File: src/rtl/pa_pkg.sv
package pa_pkg;

    typedef enum logic [1:0] {
        ST_OFF       = 2'd0,
        ST_EVENT     = 2'd1,
        ST_GATE_RUN  = 2'd2,
        ST_GATE_HOLD = 2'd3
    } pa_state_e;

    localparam int FLAG_EDGE_IDX = 0;
    localparam int FLAG_OVF_IDX  = 1;
    localparam int FLAG_COUNT    = 2;

endpackage

File: src/rtl/pa_sync_edge.sv
module pa_sync_edge #(
    parameter int SYNC_STAGES = 2
) (
    input  logic clk,
    input  logic rst_n,
    input  logic pin_i,
    output logic level_o,
    output logic rise_o,
    output logic fall_o
);
    logic [SYNC_STAGES-1:0] sync_q;
    logic                   prev_q;

    generate
        if (SYNC_STAGES < 2) begin : g_bad
            initial $fatal(1, "SYNC_STAGES must be at least 2");
        end
    endgenerate

    always_ff @(posedge clk) begin
        if (!rst_n) begin
            sync_q <= '0;
            prev_q <= 1'b0;
        end else begin
            sync_q <= {sync_q[SYNC_STAGES-2:0], pin_i};
            prev_q <= sync_q[SYNC_STAGES-1];
        end
    end

    assign level_o = sync_q[SYNC_STAGES-1];
    assign rise_o  = level_o & ~prev_q;
    assign fall_o  = ~level_o & prev_q;

    AST_EDGE_FOLLOWS_LEVEL: assert property (@(posedge clk) disable iff (!rst_n)
        rise_o |=> !rise_o) else $error("rise seen twice in a row");

endmodule

File: src/rtl/pa_prescaler.sv
module pa_prescaler #(
    parameter int DIV_LOG2 = 6
) (
    input  logic clk,
    input  logic rst_n,
    output logic tick_o
);
    logic [DIV_LOG2-1:0] div_q;

    always_ff @(posedge clk) begin
        if (!rst_n) div_q <= '0;
        else        div_q <= div_q + 1'b1;
    end

    assign tick_o = &div_q;

    AST_TICK_SPACING: assert property (@(posedge clk) disable iff (!rst_n)
        tick_o |=> !tick_o) else $error("back-to-back ticks");

endmodule

File: src/rtl/pa_counter.sv
module pa_counter #(
    parameter int WIDTH = 8
) (
    input  logic             clk,
    input  logic             rst_n,
    input  logic             wr_en_i,
    input  logic [WIDTH-1:0] wr_data_i,
    input  logic             inc_i,
    output logic [WIDTH-1:0] q_o,
    output logic             wrap_o
);
    logic [WIDTH-1:0] cnt_q;

    always_ff @(posedge clk) begin
        if (!rst_n)       cnt_q <= '0;
        else if (wr_en_i) cnt_q <= wr_data_i;
        else if (inc_i)   cnt_q <= cnt_q + 1'b1;
    end

    assign q_o    = cnt_q;
    assign wrap_o = inc_i & ~wr_en_i & (&cnt_q);

    AST_WRITE_WINS: assert property (@(posedge clk) disable iff (!rst_n)
        wr_en_i |=> q_o == $past(wr_data_i)) else $error("write lost");
    AST_WRAP_ZERO: assert property (@(posedge clk) disable iff (!rst_n)
        wrap_o |=> q_o == '0) else $error("wrap not to zero");
    AST_HOLD_IDLE: assert property (@(posedge clk) disable iff (!rst_n)
        (!wr_en_i && !inc_i) |=> $stable(q_o)) else $error("counter drifted");

endmodule

File: src/rtl/pa_ctrl.sv
module pa_ctrl
    import pa_pkg::*;
(
    input  logic                  clk,
    input  logic                  rst_n,
    input  logic                  cfg_enable_i,
    input  logic                  cfg_gated_i,
    input  logic                  cfg_pol_i,
    input  logic                  level_i,
    input  logic                  rise_i,
    input  logic                  fall_i,
    input  logic                  tick_i,
    input  logic                  wrap_i,
    input  logic                  clr_en_i,
    input  logic [FLAG_COUNT-1:0] clr_mask_i,
    input  logic                  ie_edge_i,
    input  logic                  ie_ovf_i,
    output logic                  inc_o,
    output logic                  flag_edge_o,
    output logic                  flag_ovf_o,
    output logic                  irq_o
);
    pa_state_e state_q, state_d;
    logic      gate_open;
    logic      sel_edge;
    logic      set_edge, set_ovf;
    logic      clr_edge, clr_ovf;
    logic      flag_edge_q, flag_ovf_q;

    assign gate_open = cfg_pol_i ? ~level_i : level_i;
    assign sel_edge  = cfg_pol_i ? rise_i : fall_i;

    always_comb begin
        state_d = state_q;
        unique case (state_q)
            ST_OFF: begin
                if (cfg_enable_i)
                    state_d = !cfg_gated_i ? ST_EVENT :
                              (gate_open ? ST_GATE_RUN : ST_GATE_HOLD);
            end
            ST_EVENT: begin
                if (!cfg_enable_i)    state_d = ST_OFF;
                else if (cfg_gated_i) state_d = gate_open ? ST_GATE_RUN : ST_GATE_HOLD;
            end
            ST_GATE_RUN: begin
                if (!cfg_enable_i)     state_d = ST_OFF;
                else if (!cfg_gated_i) state_d = ST_EVENT;
                else if (!gate_open)   state_d = ST_GATE_HOLD;
            end
            ST_GATE_HOLD: begin
                if (!cfg_enable_i)     state_d = ST_OFF;
                else if (!cfg_gated_i) state_d = ST_EVENT;
                else if (gate_open)    state_d = ST_GATE_RUN;
            end
            default: state_d = ST_OFF;
        endcase
    end

    always_ff @(posedge clk) begin
        if (!rst_n) state_q <= ST_OFF;
        else        state_q <= state_d;
    end

    always_comb begin
        inc_o = 1'b0;
        unique case (state_q)
            ST_EVENT:     inc_o = sel_edge;
            ST_GATE_RUN:  inc_o = tick_i;
            ST_OFF,
            ST_GATE_HOLD: inc_o = 1'b0;
            default:      inc_o = 1'b0;
        endcase
    end

    assign set_edge = cfg_enable_i & sel_edge;
    assign set_ovf  = wrap_i;
    assign clr_edge = clr_en_i & clr_mask_i[FLAG_EDGE_IDX];
    assign clr_ovf  = clr_en_i & clr_mask_i[FLAG_OVF_IDX];

    always_ff @(posedge clk) begin
        if (!rst_n) begin
            flag_edge_q <= 1'b0;
            flag_ovf_q  <= 1'b0;
        end else begin
            flag_edge_q <= set_edge | (flag_edge_q & ~clr_edge);
            flag_ovf_q  <= set_ovf  | (flag_ovf_q  & ~clr_ovf);
        end
    end

    assign flag_edge_o = flag_edge_q;
    assign flag_ovf_o  = flag_ovf_q;
    assign irq_o       = (flag_edge_q & ie_edge_i) | (flag_ovf_q & ie_ovf_i);

    AST_EDGE_FLAG_SET: assert property (@(posedge clk) disable iff (!rst_n)
        set_edge |=> flag_edge_o) else $error("edge flag missed");
    AST_OVF_FLAG_SET: assert property (@(posedge clk) disable iff (!rst_n)
        wrap_i |=> flag_ovf_o) else $error("overflow flag missed");
    AST_CLEAR_EDGE: assert property (@(posedge clk) disable iff (!rst_n)
        (clr_edge && !set_edge) |=> !flag_edge_o) else $error("edge flag not cleared");
    AST_OFF_AFTER_DISABLE: assert property (@(posedge clk) disable iff (!rst_n)
        !cfg_enable_i |=> state_q == ST_OFF) else $error("not off when disabled");

endmodule

File: src/rtl/pulse_accum.sv
module pulse_accum
    import pa_pkg::*;
#(
    parameter int CNT_WIDTH   = 8,
    parameter int DIV_LOG2    = 6,
    parameter int SYNC_STAGES = 2
) (
    input  logic                  clk,
    input  logic                  rst_n,
    input  logic                  pin_in,
    input  logic                  cfg_enable,
    input  logic                  cfg_gated,
    input  logic                  cfg_pol,
    input  logic                  cnt_wr_en,
    input  logic [CNT_WIDTH-1:0]  cnt_wr_data,
    output logic [CNT_WIDTH-1:0]  cnt_q,
    input  logic                  flag_clr_en,
    input  logic [FLAG_COUNT-1:0] flag_clr_mask,
    input  logic                  ie_edge,
    input  logic                  ie_ovf,
    output logic                  flag_edge,
    output logic                  flag_ovf,
    output logic                  irq
);
    logic lvl, rise, fall, tick, inc, wrap;

    pa_sync_edge #(.SYNC_STAGES(SYNC_STAGES)) u_sync (
        .clk(clk), .rst_n(rst_n), .pin_i(pin_in),
        .level_o(lvl), .rise_o(rise), .fall_o(fall)
    );

    pa_prescaler #(.DIV_LOG2(DIV_LOG2)) u_div (
        .clk(clk), .rst_n(rst_n), .tick_o(tick)
    );

    pa_counter #(.WIDTH(CNT_WIDTH)) u_cnt (
        .clk(clk), .rst_n(rst_n), .wr_en_i(cnt_wr_en), .wr_data_i(cnt_wr_data),
        .inc_i(inc), .q_o(cnt_q), .wrap_o(wrap)
    );

    pa_ctrl u_ctrl (
        .clk(clk), .rst_n(rst_n),
        .cfg_enable_i(cfg_enable), .cfg_gated_i(cfg_gated), .cfg_pol_i(cfg_pol),
        .level_i(lvl), .rise_i(rise), .fall_i(fall), .tick_i(tick), .wrap_i(wrap),
        .clr_en_i(flag_clr_en), .clr_mask_i(flag_clr_mask),
        .ie_edge_i(ie_edge), .ie_ovf_i(ie_ovf),
        .inc_o(inc), .flag_edge_o(flag_edge), .flag_ovf_o(flag_ovf), .irq_o(irq)
    );

endmodule

File: config.mk
export PLATFORM = sky130hd
export DESIGN_NAME = pulse_accum
export DESIGN_NICKNAME = d
export VERILOG_FILES = /design/src/rtl/pa_pkg.sv /design/src/rtl/pa_sync_edge.sv /design/src/rtl/pa_prescaler.sv /design/src/rtl/pa_counter.sv /design/src/rtl/pa_ctrl.sv /design/src/rtl/pulse_accum.sv
export SDC_FILE = /design/constraint.sdc
export NUM_CORES = 1
export LEC_CHECK = 0
export BUFFER_PORTS_ARGS = -buffer_cell sky130_fd_sc_hd__buf_4
export CAP_MARGIN = 0
export CELL_PAD_IN_SITES_DETAIL_PLACEMENT = 0
export CELL_PAD_IN_SITES_GLOBAL_PLACEMENT = 1
export CORE_MARGIN = 2
export CORE_UTILIZATION = 37
export CTS_CLUSTER_DIAMETER = 100
export DETAILED_ROUTE_END_ITERATION = 7
export HOLD_SLACK_MARGIN = 0.02
export PLACE_DENSITY_LB_ADDON = 0.3
export SLEW_MARGIN = 20
export SYNTH_ARGS = -nofsm -noshare
export SYNTH_HDL_FRONTEND = slang
export SYNTH_SLANG_ARGS = --single-unit
File: constraint.sdc
create_clock -name clk -period 2.4 [get_ports clk]
set_input_delay 0.24 -clock clk [delete_from_list [all_inputs] [get_ports clk]]
set_output_delay 0.24 -clock clk [all_outputs]
set_load 0.01 [all_outputs]
==> results.py <==
metrics = {
    "place": {
        "gp_congestion": 0.776,
        "place.port_buffers": 30,
        "post-dp-hpwl_mm": 1.87,
        "instance_area_after_placement_um2": 1330,
    },
    "sta": {
        "final_hold_slack_ns": 0.100,
        "report.final.setup_viol": 0,
        "fmax_mhz": 568,
        "fin_crit_ns": 1.76,
        "fin_tns_setup_ns": 0,
        "timing_max_transition_violations_final": 0,
        "fin_worst_skew_ns": 0.00467,
        "finalHoldViolations": 0,
        "worst-slew-pin-transition_ns": 0.434,
        "grt_setup_unrepaired": "false",
        "post-route-period-util_pct": 73.3,
        "max_slew_headroom_pct": 70.3,
    },
    "cts": {
        "postCtsHoldBufs": 0,
        "cts_max_level": 1,
        "cts_sinks": 21,
        "max_clock_buf_depth": 2,
        "cts_root_buf": "clkbuf_4",
        "clk-insertion-delay-late_ns": 0.30,
        "cts_made_buffers": 3,
        "post_cts_resize_count": 0,
        "tritoncts": "done",
        "post_cts.repair.setup_buffers": 0,
        "clkSlewWorstSetupHoldPaths_ns": 0.11,
    },
    "global_route": {
        "grt_use_total_pct": 16.1,
        "grt_antenna_before_repair": 0,
        "grt_max_degree": 24,
        "first_global_vias": 994,
        "global_route.overflow_total": 0,
        "grt_pass1_wl_mm": 4.24,
    },
    "floorplanning": {
        "height_of_the_chip_um": 58.1,
        "core.rowCount": 19,
        "fp.coreArea_um2": 2760,
        "start_util_pct": 39.2,
        "die-width_um": 58.1,
        "top_level_ports": 31,
        "dieArea_um2": 3370,
    },
    "setup_path": {
        "crit_chain": "ha_1 > nand3_1 > or2_2 > a2111oi_0 > a211oi_1",
        "cp_slowest_cell": "or2_2",
        "max_stage_delay_ns": 0.42,
        "cp_data_arrival_time_ns": 1.94,
        "timing.critical_path.fanout_max": 7,
        "crit_path_end_kind": "flop",
        "ff2ff_path_depth": 5,
        "timing_worst_setup_path_type": "flop to flop",
        "worstPathRequired_ns": 2.58,
        "critPathLaunchType": "flop",
    },
    "layout": {
        "antenna_fix_cells": 0,
        "drive_above_1_share_pct": 25.8,
        "flow.area_growth_from_synthesis_pct": 25.1,
        "layout.core_utilization_pct": 49.0,
        "finalNetCount": 174,
        "post-route-cell-area_um2": 1350,
    },
    "drt": {
        "post_drt_wl_per_cell_um": 13.3,
        "finalWirelength_mm": 2.42,
        "drt_iter0_markers": 42,
        "via_to_cell_ratio": 5.47,
        "via_count": 995,
        "drcViolationCount": 0,
        "remaining_antenna_violation_count_after_routing": 0,
        "number_of_detailed_route_iterations_in_the_first_pass": 4,
    },
    "synth": {
        "synth_cells": 122,
        "synthTopCellsByCount": "dfxtp_1 (21), nor2_1 (10), nand2_1 (8)",
        "ys_types": 38,
        "synth_nets": 144,
        "post_synth.cell_area_avg_um2": 8.86,
        "top_flip_flop_cell_by_instance_count_after_synthesis": "dfxtp_1",
        "synth.ff_latch_count": 21,
        "synthDominantAreaCellType": "dfxtp_1",
        "synth.yosys.seq_area_share_pct": 38.9,
        "synth.cell_area_um2": 1080,
        "synth_largest_type_area_fraction_pct": 38.9,
        "synth_edf_count": 0,
        "yosys.cell_count.top_type": "dfxtp_1",
        "ys.warnings.count": 0,
        "synth.area.top_cells": "dfxtp_1 (39%), and2_1 (4.1%), nor2_1 (3.5%)",
        "synth_async_sr_flop_share_pct": 0,
    },
    "power_and_ir_drop": {
        "power.sequential.fraction_pct": 59.5,
        "vdd_ir_drop_max_mv": 0.291,
        "swShare_pct": 25.1,
        "comb_power_share_pct": 14.7,
        "p_switching_mw": 0.162,
        "clock_power_share_pct": 25.8,
        "cellPowerDensity_nw_per_um2": 477,
        "internal_power_mw": 0.483,
        "static-leakage-power_nw": 0.546,
        "power.total_mw": 0.645,
    },
    "job": {
        "maxCapViolations": 0,
    },
    "hold_path": {
        "hold_path.class": "primary input to flop",
        "whs_path_depth": 2,
    },
    "outcome": {
        "run_status": "completed",
    },
}
path summary, 6_finish.rpt:
path	from	endpoint	slack, ns
min reg2reg	u_sync.sync_q[0]$_SDFF_PN0_	u_sync.sync_q[1]$_SDFF_PN0_	0.45
max reg2reg	u_div.div_q[0]$_SDFF_PN0_	u_cnt.q_o[3]$_SDFFE_PN0P_	0.64
min	cfg_gated	u_ctrl.state_q[0]$_SDFFE_PN0P_	0.10
max	u_div.div_q[0]$_SDFF_PN0_	u_cnt.q_o[3]$_SDFFE_PN0P_	0.64
layer usage:
metal | global-route usage (%) | routed length (µm) | vias to the layer above
li1 | - | - | 513
met1 | 19.4 | 1120 | 456
met2 | 27.8 | 1170 | 26
met3 | 4.69 | 133 | 0
met4 | 4.32 | 0 | 0
met5 | 0 | 0 | -
critical path, delay by kind of cell, from the launching register on:
family	cells	cell delay, ns
adders and majority gates	1	0.19
DFF	1	0.37
and+or+nand+nor	2	0.62
AOI/OAI and AO/OA	2	0.48
metrics by stage:
step,setup slack [ns],std cells
finish,0.640,182
detailed placement,0.634,178
CTS,0.617,182
global route,0.454,182
floorplan,0.701,122
global placement,0.709,178
power groups by stage:
| stage | clock (mW) | combinational (mW) | sequential, mW |
|---|---|---|---|
| global route | 0.192 | 0.108 | 0.388 |
| CTS | 0.174 | 0.0962 | 0.384 |
| finish | 0.166 | 0.0948 | 0.384 |
| floorplan | 0 | 0.0440 | 0.392 |
| detailed placement | 0 | 0.0958 | 0.392 |
| global placement | 0 | 0.0943 | 0.391 |
sequential cells by signal, summed over array words and instances (netlist names):
signal,count
u_cnt.q_o,8
u_div.div_q,6
u_ctrl.state_q,2
u_sync.sync_q,2
u_ctrl.flag_edge_o,1
u_ctrl.flag_ovf_o,1
u_sync.prev_q,1
cells in the final DEF (no fill, tap or decap), types with 2 or more instances in the layout:
| cell | Yosys | final |
|---|---|---|
| a2111oi_0 | 3 | 3 |
| o2111a_1 | 2 | 2 |
| nand2_1 | 8 | 8 |
| o211ai_1 | 4 | 4 |
| xor2_1 | 2 | 2 |
| a21oi_1 | 5 | 5 |
| xnor2_1 | 3 | 3 |
| nor2_1 | 10 | 10 |
| a2111oi_2 | 2 | 2 |
| and2_1 | 7 | 7 |
| nor3_1 | 2 | 2 |
| dfxtp_1 | 21 | 21 |
| a211oi_1 | 4 | 4 |
| a211o_1 | 2 | 2 |
| nand4_1 | 2 | 2 |
| nor2b_1 | 3 | 3 |
| nand3_1 | 7 | 7 |
| ha_1 | 2 | 2 |
| inv_1 | 4 | 4 |
| o21ai_0 | 4 | 4 |
| clkbuf_4 | 0 | 3 |
| buf_4 | 0 | 30 |
| nand2b_1 | 2 | 2 |
| nor4_1 | 3 | 3 |
| nand3b_1 | 2 | 2 |
layout make-up:
type | count | area, µm²
inverters | 4 | 15.0
multi-input cells | 92 | 627
well taps | 31 | 38.8
flip-flops and latches | 21 | 420
repair buffers | 30 | 225
fillers | 279 | 1410
clock buffers | 4 | 26.3
logic make-up (layout without fill, tap and decap cells):
family                     count (synthesis)  count (layout)  synth area share [%]
adders and majority gates                  2               2                  2.31
and+or+nand+nor                           50              50                  24.7
xor gates and xnor gates                   5               5                  4.05
buffers and inverters                      9              38                  3.12
DFF                                       21              21                  38.9
AOI/OAI and AO/OA                         35              35                  27.0
Note: power is estimated with default switching activity, not from simulation.
